File: config.mk
export PLATFORM = sky130hd
export DESIGN_NAME = sid_streamer
export DESIGN_NICKNAME = d
export VERILOG_FILES = /design/src/rtl/sid_pkg.sv /design/src/rtl/sid_record.sv /design/src/rtl/sid_index.sv /design/src/rtl/sid_out_stage.sv /design/src/rtl/sid_streamer.sv
export SDC_FILE = /design/constraint.sdc
export NUM_CORES = 1
export LEC_CHECK = 0
export BUFFER_PORTS_ARGS = -buffer_cell sky130_fd_sc_hd__clkbuf_2
export CORE_AREA = 10 10 148 150
export CTS_CLUSTER_DIAMETER = 30
export DETAILED_ROUTE_END_ITERATION = 7
export DIE_AREA = 0 0 158 160
export SETUP_SLACK_MARGIN = 0.1
export SLEW_MARGIN = 10
export SYNTH_ARGS = -nofsm -noshare
export SYNTH_HDL_FRONTEND = slang
export SYNTH_SLANG_ARGS = --single-unit
File: constraint.sdc
create_clock -name clk_i -period 2 [get_ports clk_i]
set_input_delay 0.4 -clock clk_i [delete_from_list [all_inputs] [get_ports clk_i]]
set_output_delay 0.4 -clock clk_i [all_outputs]
set_load 0.005 [all_outputs]
File: src/rtl/sid_pkg.sv
package sid_pkg;
  localparam int unsigned SID_BYTES = 16;
  localparam int unsigned SID_DW    = 8;

  function automatic logic [SID_BYTES*SID_DW-1:0] sid_default_rec();
    logic [SID_BYTES*SID_DW-1:0] r;
    for (int i = 0; i < SID_BYTES; i++) begin
      r[i*SID_DW +: SID_DW] = 8'h5A ^ SID_DW'(8'h11 * i);
    end
    return r;
  endfunction
endpackage

File: src/rtl/sid_record.sv
module sid_record #(
  parameter int unsigned DW    = 8,
  parameter int unsigned DEPTH = 16,
  parameter int unsigned AW    = $clog2(DEPTH),
  parameter logic [DEPTH*DW-1:0] INIT = '0
) (
  input  logic          clk_i,
  input  logic          rst_ni,
  input  logic          we_i,
  input  logic [AW-1:0] waddr_i,
  input  logic [DW-1:0] wdata_i,
  input  logic [AW-1:0] raddr_i,
  output logic [DW-1:0] rdata_o
);
  logic [DW-1:0] mem_q [DEPTH];

  for (genvar g = 0; g < DEPTH; g++) begin : g_ent
    always_ff @(posedge clk_i or negedge rst_ni) begin
      if (!rst_ni)                           mem_q[g] <= INIT[g*DW +: DW];
      else if (we_i && waddr_i == AW'(g))    mem_q[g] <= wdata_i;
    end
  end

  assign rdata_o = mem_q[raddr_i];
endmodule

File: src/rtl/sid_index.sv
module sid_index #(
  parameter int unsigned AW = 4
) (
  input  logic          clk_i,
  input  logic          rst_ni,
  input  logic          clr_i,
  input  logic          adv_i,
  output logic [AW-1:0] idx_o
);
  always_ff @(posedge clk_i or negedge rst_ni) begin
    if (!rst_ni)    idx_o <= '0;
    else if (clr_i) idx_o <= '0;
    else if (adv_i) idx_o <= idx_o + 1'b1; // natural wrap at 2**AW
  end
endmodule

File: src/rtl/sid_out_stage.sv
module sid_out_stage #(
  parameter int unsigned DW      = 8,
  parameter int unsigned CLK_BIT = 4,
  parameter int unsigned NIB_W   = 4,
  parameter logic [DW-1:0] MASK  = 8'h80
) (
  input  logic          clk_i,
  input  logic          rst_ni,
  input  logic          clr_i,
  input  logic          wr_i,
  input  logic [DW-1:0] wr_data_i,
  input  logic          rd_i,
  input  logic [DW-1:0] rec_byte_i,
  output logic          fetch_o,
  output logic [DW-1:0] buf_o,
  output logic          stat_o
);
  logic clk_low, echo_sel;

  assign clk_low  = wr_i && !wr_data_i[CLK_BIT];
  assign echo_sel = |wr_data_i[NIB_W-1:0];
  assign fetch_o  = !clr_i && clk_low && !echo_sel;

  always_ff @(posedge clk_i or negedge rst_ni) begin
    if (!rst_ni) begin
      buf_o  <= '0;
      stat_o <= 1'b0;
    end else if (clr_i) begin
      buf_o  <= '0;
      stat_o <= 1'b0;
    end else begin
      if (clk_low) buf_o <= echo_sel ? (wr_data_i | MASK) : rec_byte_i;
      // write status applied after read status
      if (wr_i)      stat_o <= wr_data_i[CLK_BIT];
      else if (rd_i) stat_o <= 1'b1;
    end
  end
endmodule

File: src/rtl/sid_streamer.sv
module sid_streamer
  import sid_pkg::*;
#(
  parameter int unsigned DW      = SID_DW,
  parameter int unsigned DEPTH   = SID_BYTES,
  parameter int unsigned CLK_BIT = 4,
  parameter logic [DW-1:0] ECHO_MASK = 8'h80,
  parameter logic [DEPTH*DW-1:0] REC_INIT = sid_default_rec(),
  localparam int unsigned AW = $clog2(DEPTH)
) (
  input  logic          clk_i,
  input  logic          rst_ni,
  input  logic          clr_i,
  input  logic          wr_i,
  input  logic [DW-1:0] wr_data_i,
  input  logic          rd_i,
  output logic [DW-1:0] rd_data_o,
  output logic          stat_o,
  input  logic          ld_we_i,
  input  logic [AW-1:0] ld_addr_i,
  input  logic [DW-1:0] ld_data_i
);
  logic [AW-1:0] idx_q;
  logic [DW-1:0] rec_byte;
  logic          fetch;

  sid_record #(.DW(DW), .DEPTH(DEPTH), .AW(AW), .INIT(REC_INIT)) u_rec (
    .clk_i, .rst_ni,
    .we_i    (ld_we_i && !clr_i),
    .waddr_i (ld_addr_i),
    .wdata_i (ld_data_i),
    .raddr_i (idx_q),
    .rdata_o (rec_byte)
  );

  sid_index #(.AW(AW)) u_idx (
    .clk_i, .rst_ni, .clr_i,
    .adv_i (fetch),
    .idx_o (idx_q)
  );

  sid_out_stage #(.DW(DW), .CLK_BIT(CLK_BIT), .NIB_W(CLK_BIT), .MASK(ECHO_MASK)) u_out (
    .clk_i, .rst_ni, .clr_i, .wr_i, .wr_data_i, .rd_i,
    .rec_byte_i (rec_byte),
    .fetch_o    (fetch),
    .buf_o      (rd_data_o),
    .stat_o
  );
endmodule

Word-level counts from Yosys, hierarchy flattened

Index checks and enable logic that the tools add are counted.

Flip-flop bits (word level): 141
Input bits: 26
Output and inout bits: 9
Logic and storage cells: 76

Add/sub/neg operators: 1
Order comparisons: 1
Eq/ne operators: 15
Mux-type cells: 11
Bitwise gates (word level): 1
Reductions and logical operators: 28

Operators by type and width:

| cell                                                            | count |
|---|---|
| 8-bit 2-to-1 mux                                                | 5 |
| 8-bit binary-select mux with 4-bit select                       | 1 |
| 4-bit == test, second input constant                            | 8 |
| 1-bit logical AND                                               | 20 |
| 4-bit by 3-bit == test with 1-bit output, second input constant | 4 |
| 4-bit by 2-bit == test with 1-bit output, second input constant | 2 |
| 4-bit 2-to-1 mux                                                | 2 |
| 5-bit greater-or-equal comparator, second input constant        | 1 |
| 4-bit inverter with 5-bit output                                | 1 |
| 4-bit by 1-bit adder with 4-bit output, second input constant   | 1 |
| 4-bit by 1-bit == test with 1-bit output, second input constant | 1 |
| 4-bit logical NOT                                               | 1 |
| 2-bit nonzero test                                              | 2 |
| 4-bit OR reduction                                              | 1 |
| 1-bit logical NOT                                               | 3 |
| 1-bit 2-to-1 mux                                                | 3 |
| 3-bit nonzero test                                              | 1 |

Depth between registers and ports, before layout

Gate-level depths: netlist (run 1).

Word-level depth: 7
Gate-level depth with buffers: 6

By module

A second synthesis (run 1) with hierarchy kept.

Cell total of the unflattened synthesis: 412
Area total of the unflattened synthesis: 6597.6 um2

By module, submodules not included:

| module        | times used | cells each | area an instance (um2) | seq. area each (um2) |
|---|---|---|---|---|
| sid_record    | 1          | 364        | 5983.2                 | 3283.1 |
| sid_out_stage | 1          | 31         | 407.9                  | 225.2 |
| sid_index     | 1          | 16         | 192.7                  | 100.1 |
| sid_streamer  | 1          | 1          | 13.8                   | 0.0 |

Worst setup path after synthesis (run 1)

OpenSTA, ideal clock, no wires.

Kind: flip-flop to flip-flop
Start point: register u_idx.idx_o[0]
End point: register u_out.buf_o[1]
Library setup time: 0.126 ns
Arrival: 1.770 ns
Data required time: 1.874 ns
Slack: 0.104 ns
Stages on the path, launching flop included: 7
Buffers on the path: 2
Clock period less this slack: 1.896 ns
Cell sequence: dfrtp_1 -> buf_6 -> buf_2 -> mux4_2 -> a22oi_1 -> a31oi_1 -> a221o_1

Longest elaborated chain between the ends: 7

Ends and longest elaborated chain:

| item                                                   | line                | source |
|---|---|---|
| start, declared                                        | sid_index.sv:8      | `output logic [AW-1:0] idx_o` |
| start signal, assigned                                 | sid_index.sv:13     | `else if (adv_i) idx_o <= idx_o + 1'b1;` |
| 4-bit inverter with 5-bit output (implied by the code) | sid_record.sv:24    | `assign rdata_o = mem_q[raddr_i];` |
| 8-bit binary-select mux with 4-bit select              | sid_record.sv:24    |  |
| 8-bit 2-to-1 mux (implied by the code) (2 in series)   | sid_record.sv:24    |  |
| 8-bit 2-to-1 mux (2 in series)                         | sid_out_stage.sv:32 | `if (clk_low) buf_o <= echo_sel ? (wr_data_i \| MASK) : rec_byte_i;` |
| 8-bit 2-to-1 mux                                       | sid_out_stage.sv:28 | `end else if (clr_i) begin` |
| end signal, assigned                                   | sid_out_stage.sv:32 |  |
| end, declared                                          | sid_out_stage.sv:15 | `output logic [DW-1:0] buf_o,` |

Every way passes these cells. The select of a mux whose other input is x is not followed.
A chain may end at the register's enable or synchronous reset.

Worst setup path after layout (run 1)

Start point: register u_idx.idx_o[0]
End point: register u_out.buf_o[4]

Same word-level chain as after synthesis.

==> results.txt, run 1 <==
Worst Tran Pin Value: 0.561 ns
top_reg_cell synth: dfrtp_1
gr usage total: 0.123
Synth Register Bits: 141
pin count of the biggest net entering global routing: 81
syn_area_per_cell: 15.8 sq um
CP arrival: 2.29 ns
drc violations: 0
most common cell in the synthesized netlist: mux2_2
1st-iter DRT viols: 183
H-Tree Depth: 4
NumNets Final: 500
Placed Instances: 690
Synth cell types: 33
DR WL/cell: 20.6 um
critical path class: reg2reg
NetSw: 1.80 mW
CP delay by family, top: multiplexers
Setup Viol. Count Final: 0
Hold Slack: 0.208 ns
antenna diode count: 0
worst path required time: 2.30 ns
cell taking the most area after synthesis: dfrtp_1
CTS root buffer: clkbuf_16
EDFF count, synth: 0
Peak Freq: 503 MHz
Pwr per Cell Area: 1020 nW/um^2
clock sinks: 141
Sw Ratio: 0.224
fin crit share: 0.994
post-synth top area share: 0.295
Seq. cell area: 3610 sq um
Initial Utilization: 0.342
Final Hold Viols: 0
final WL: 14,900 um
CP cell instances: buf_12, mux4_1, mux4_2, a32o_1
Non-Filler Instances: 724
Fin Clk Skew: 0.0198 ns
outcome: finished clean
Syn Nets: 440
Clock Latency Late Sink: 0.43 ns
final max-slew violation count: 0
Comb pwr share: 0.126
Worst Setup End Kind: flop
first-pass GRT wire length: 23,700 um
YS warnings: 0
global route overflow: 0
worst IR drop on VDD: 0.453 mV
Fillers: 1,679
final core occ: 0.411
Clock Power Share: 0.400
io pins: 35
row count: 51
most instantiated cells after synthesis: mux2_2 (129), dfrtp_1 (77), dfstp_2 (64)
layout cells sized above 1: 0.687
slowest CP cell: mux4_1
Synth async-reset ratio: 1.00
crit start category: flop
CP Buf/Inv Count: 1
Antenna Violating Nets Remaining: 0
Tmin final: 1.99 ns
synthesized instance count: 413
post-detail-place hpwl: 10,200 um
Post-Syn Area: 6530 sq um
synth top area cells: dfrtp_1 (30%), dfstp_2 (26%), mux2_2 (22%)
Pint: 6.22 mW
Area Overhead vs Synth: 20.1%
DR vias: 3,777
worst rel slew slack: 0.625
Crit Path Max Fanout: 11
Hold Crit Class: in2reg
die width: 158 um
number of port buffers: 33
Multi-input gate area: 2810 sq um
Clock Path Buffers: 2
CTS tree: yes
RSZ-0062 raised after global routing: yes
drt pass-1 iters: 4
GPL Wtd Cong: 0.819
Num CTS Buffers: 17
MaxCap Viol Count: 0
static leakage: 3.28 nW
crit-path max cell delay: 0.55 ns
number of global-route vias before repair: 4,098
Clk pin slew, worst setup/hold paths: 0.06 ns
Seq/Total Area, Yosys: 0.553
core area: 19,100 sq um
Seq pwr share: 0.474
Die Height: 160 um
Vias/cell: 5.22
total design power: 8.02 mW
initial antenna violation count: 0
DIE AREA: 25,300 sq um
## sequential cells by signal (all words and copies together), names as in the netlist
name	count
u_rec.mem_q	128
u_out.stat_o	1
u_idx.idx_o	4
u_out.buf_o	8
## worst reg2reg max path, stage by stage (launching register included)
cell     delay, ns
dfrtp_2       0.40
buf_12        0.17
mux4_1        0.55
mux4_2        0.48
a32o_1        0.27
## power by group through the flow
stage	Combinational (mW)	Clock [mW]	Sequential [mW]
2_1_floorplan	0.731	0	3.74
3_3_place_gp	0.958	0	3.79
3_5_place_dp	1.01	0	3.83
4_1_cts	1.02	3.29	3.79
5_1_grt	1.10	3.40	3.86
6_report	1.01	3.21	3.80
## worst paths after layout
check,cells after the start,endpoint,slack (ns),from
max reg2reg,4,u_out.buf_o[4],0.01,u_idx.idx_o[0]
min,2,u_out.stat_o,0.21,rd_i
max,4,u_out.buf_o[4],0.01,u_idx.idx_o[0]
max in group asynchronous,3,u_rec.mem_q[44],1.05,rst_ni
min reg2reg,2,u_out.buf_o[7],0.48,u_out.buf_o[7]
min in group asynchronous,3,u_out.buf_o[0],0.53,rst_ni
## placed cells by master, fill, tap and decap left out, types with 2 or more instances in the layout
master | Yosys | layout
buf_4 | 1 | 22
a31oi_2 | 0 | 3
dfstp_2 | 64 | 64
a22oi_2 | 0 | 5
clkbuf_8 | 0 | 3
mux4_2 | 26 | 32
clkbuf_16 | 0 | 17
buf_12 | 1 | 7
a221o_1 | 4 | 4
mux2_2 | 129 | 129
o21ai_0 | 2 | 2
nand3_1 | 8 | 8
and4bb_1 | 2 | 2
clkbuf_2 | 0 | 32
xor2_1 | 3 | 3
dfrtp_1 | 77 | 76
clkinvlp_4 | 0 | 3
nor3b_2 | 2 | 2
mux4_1 | 8 | 2
nor2b_1 | 10 | 10
a32oi_1 | 2 | 2
nand2_1 | 20 | 20
bufinv_16 | 0 | 3
clkinv_2 | 0 | 6
and3_1 | 5 | 5
buf_8 | 0 | 2
nor2_1 | 8 | 8
## through the flow
step	setup slack, ns	cell area [sq um]	TNS [ns]
after CTS	0.00102	7820	0
final	0.0112	7840	0
after global routing	-0.0215	7840	-0.0283
after global placement	-0.00850	7160	-0.00850
after floorplan	0.104	6530	0
after detailed placement	-0.0155	7160	-0.0155
## final cells by class
class,count,share of cell area
clock inverter,12,0.0182
timing repair buffer,65,0.0659
clock buffer,20,0.0595
sequential,141,0.460
multi-input combinational,248,0.358
tap,238,0.0380
## kinds of logic (layout without fill, tap and decap cells)
| kind of cell | count (synthesis) | after routing | share of synthesized area |
|---|---|---|---|
| flops | 141 | 141 | 0.553 |
| mux | 163 | 163 | 0.344 |
| xor+xnor | 3 | 3 | 0.00403 |
| buf+inv | 24 | 97 | 0.0211 |
| fa+ha+maj | 1 | 1 | 0.00192 |
| compound gates | 21 | 21 | 0.0247 |
| simple gates | 60 | 60 | 0.0510 |
## per-layer routing
| metal | wire length (um) | track usage | vias up | share of wire |
|---|---|---|---|---|
| li1 | - | - | 1686 | - |
| met1 | 6650 | 0.157 | 2012 | 0.45 |
| met2 | 7440 | 0.198 | 68 | 0.50 |
| met3 | 650 | 0.0293 | 11 | 0.044 |
| met4 | 167 | 0.0434 | 0 | 0.011 |
| met5 | 0 | 0 | - | 0 |
## timing repair
action                                  in CTS  in global routing
endpoints found under the hold margin       39                  0
hold buffers                                 1                  0
pin swaps                                    1                  0
gates resized for setup                      8                 11
endpoints found under the setup margin       6                  8
setup buffers                                1                  0
(Power assumes the default switching activity.)
==> run 2, diff against run 1 <==
Settings changed: RECOVER_POWER set to 100.
==> run 2 against run 1 <==
  * Sequential share of layout area rose by 0.79 points
  * Total power is 0.13% lower
  * Fmax about the same
  * Utilization fell by 0.70 points
  * Register-to-register slack is essentially flat
  * Clock power barely moved
  * Critical path type unchanged
==> results.txt, run 2 (synthesis results as in run 1) <==
CP Buf/Inv Count: 1
Initial Utilization: 0.342
worst path required time: 2.30 ns
final non-filler cell area: 7710 sq um
R2R setup slack: 0.01 ns
final WL: 14,900 um
CP arrival: 2.29 ns
number of global-route vias before repair: 4,098
static leakage: 3.18 nW
Clock Latency Late Sink: 0.43 ns
first-pass GRT wire length: 23,700 um
number of port buffers: 33
crit start category: flop
Setup Viol. Count Final: 0
core area: 19,100 sq um
die width: 158 um
worst rel slew slack: 0.290
Worst Setup End Kind: flop
Antenna Violating Nets Remaining: 0
slowest CP cell: mux4_1
reg2reg end: u_out.buf_o[4]
clock sinks: 141
CTS tree: yes
NumNets Final: 500
Area Overhead vs Synth: 18.1%
drt pass-1 iters: 4
CP endpoint: u_out.buf_o[4]
Max Used Layer: met4
GPL Wtd Cong: 0.819
Largest regs: u_rec.mem_q (128), u_out.buf_o (8), u_idx.idx_o (4)
final max-slew violation count: 0
global route overflow: 0
DR WL/cell: 20.5 um
Biggest register: u_rec.mem_q
placed cell areas: 7160 sq um
Tmin final: 1.99 ns
io pins: 35
Vias/cell: 5.21
RSZ-0062 raised after global routing: yes
Crit Path Max Fanout: 11
Critical Path Stages: 4
critical path class: reg2reg
Fin Clk Skew: 0.0178 ns
Final Hold Viols: 0
max FFs per register: 128
antenna diode count: 0
Hold Crit Class: in2reg
DR vias: 3,772
row count: 51
met3 wire len: 525 um
fin crit share: 0.995
CP cell instances: buf_12, mux4_1, mux4_2, a32o_1
commonest cells after routing, fill and taps aside: mux2_2 (128), dfrtp_1 (76), dfstp_2 (64)
Num CTS Buffers: 17
Placed Instances: 690
initial antenna violation count: 0
worst IR drop on VDD: 0.456 mV
crit-path max cell delay: 0.55 ns
commonest non-fill, non-tap cell in the layout: mux2_2
Clk pin slew, worst setup/hold paths: 0.06 ns
MaxCap Viol Count: 0
reg2reg path depth: 4
FF-to-FF Start: u_idx.idx_o[0]
Pwr per Cell Area: 1040 nW/um^2
outcome: finished clean
post-detail-place hpwl: 10,200 um
1st-iter DRT viols: 184
met1 WL: 6720 um
crit path launch: u_idx.idx_o[0]
layout cells sized above 1: 0.636
DIE AREA: 25,300 sq um
DR WL met2: 7430 um
Clock Path Buffers: 2
Peak Freq: 502 MHz
CP delay by family, top: multiplexers
gr usage total: 0.123
Worst Tran Pin Value: 1.06 ns
Non-Filler Instances: 724
CTS root buffer: clkbuf_16
H-Tree Depth: 4
pin count of the biggest net entering global routing: 81
drc violations: 0
Die Height: 160 um
## run 2: changes by cell type in the layout (fill, tap and decap cells not counted), moves of 2 or more
cell,before,now
clkbuf_2,32,26
buf_4,22,9
clkbuf_4,0,2
buf_12,7,3
clkbuf_1,0,22
## run 2: how the worst min path moves through the flow
stage | startpoint | endpoint | cells past startpoint
global route | rd_i | u_out.stat_o | 2
CTS | rd_i | u_out.stat_o | 2
global placement | rst_ni | u_out.buf_o[0] | 2
finish | rd_i | u_out.stat_o | 2
floorplan | rst_ni | u_idx.idx_o[0] | 0
detailed placement | rst_ni | u_out.buf_o[0] | 2
## run 2: timing repair
item,4_1_cts,5_1_grt
pin swaps,1,0
gates resized for setup,8,11
endpoints found under the hold margin,39,0
buffers inserted,1,0
endpoints found under the setup margin,6,8
hold buffers,1,0
## run 2: cell type report
class	count	area [sq um]
Timing Repair Buffer	65	395
Sequential cell	141	3610
Multi-Input combinational cell	248	2800
Clock inverter	12	143
Fill cell	1697	11400
Tap cell	238	298
Clock buffer	20	467
## run 2: worst register-to-register path, cell delays in order (launching register included)
cell,delay (ns)
dfrtp_2,0.41
buf_12,0.17
mux4_1,0.55
mux4_2,0.48
a32o_1,0.27
## run 2: stage by stage
stage	setup TNS, ns	utilization	setup slack, ns	total power, mW	hold WS [ns]
2_1_floorplan	0	-	0.104	4.47	0.104
6_report	0	0.404	0.00987	8.01	0.207
3_5_place_dp	-0.0155	0.375	-0.0155	4.84	0.418
4_1_cts	0	0.410	0.00102	8.11	0.186
5_1_grt	-0.0283	0.404	-0.0215	8.34	0.214
3_3_place_gp	-0.00850	0.375	-0.00850	4.75	0.409
## run 2: layer usage
layer | GRT usage | vias to the layer above
met5 | 0 | -
met4 | 0.0434 | 0
met3 | 0.0293 | 14
met2 | 0.198 | 57
met1 | 0.157 | 2012
li1 | - | 1689
## run 2: report_power, final
group	switching, mW	leakage (nW)	internal [mW]
Clock	1.17	0.297	2.04
Combinational	0.380	1.22	0.612
Sequential	0.246	1.66	3.55
Total	1.80	3.18	6.20
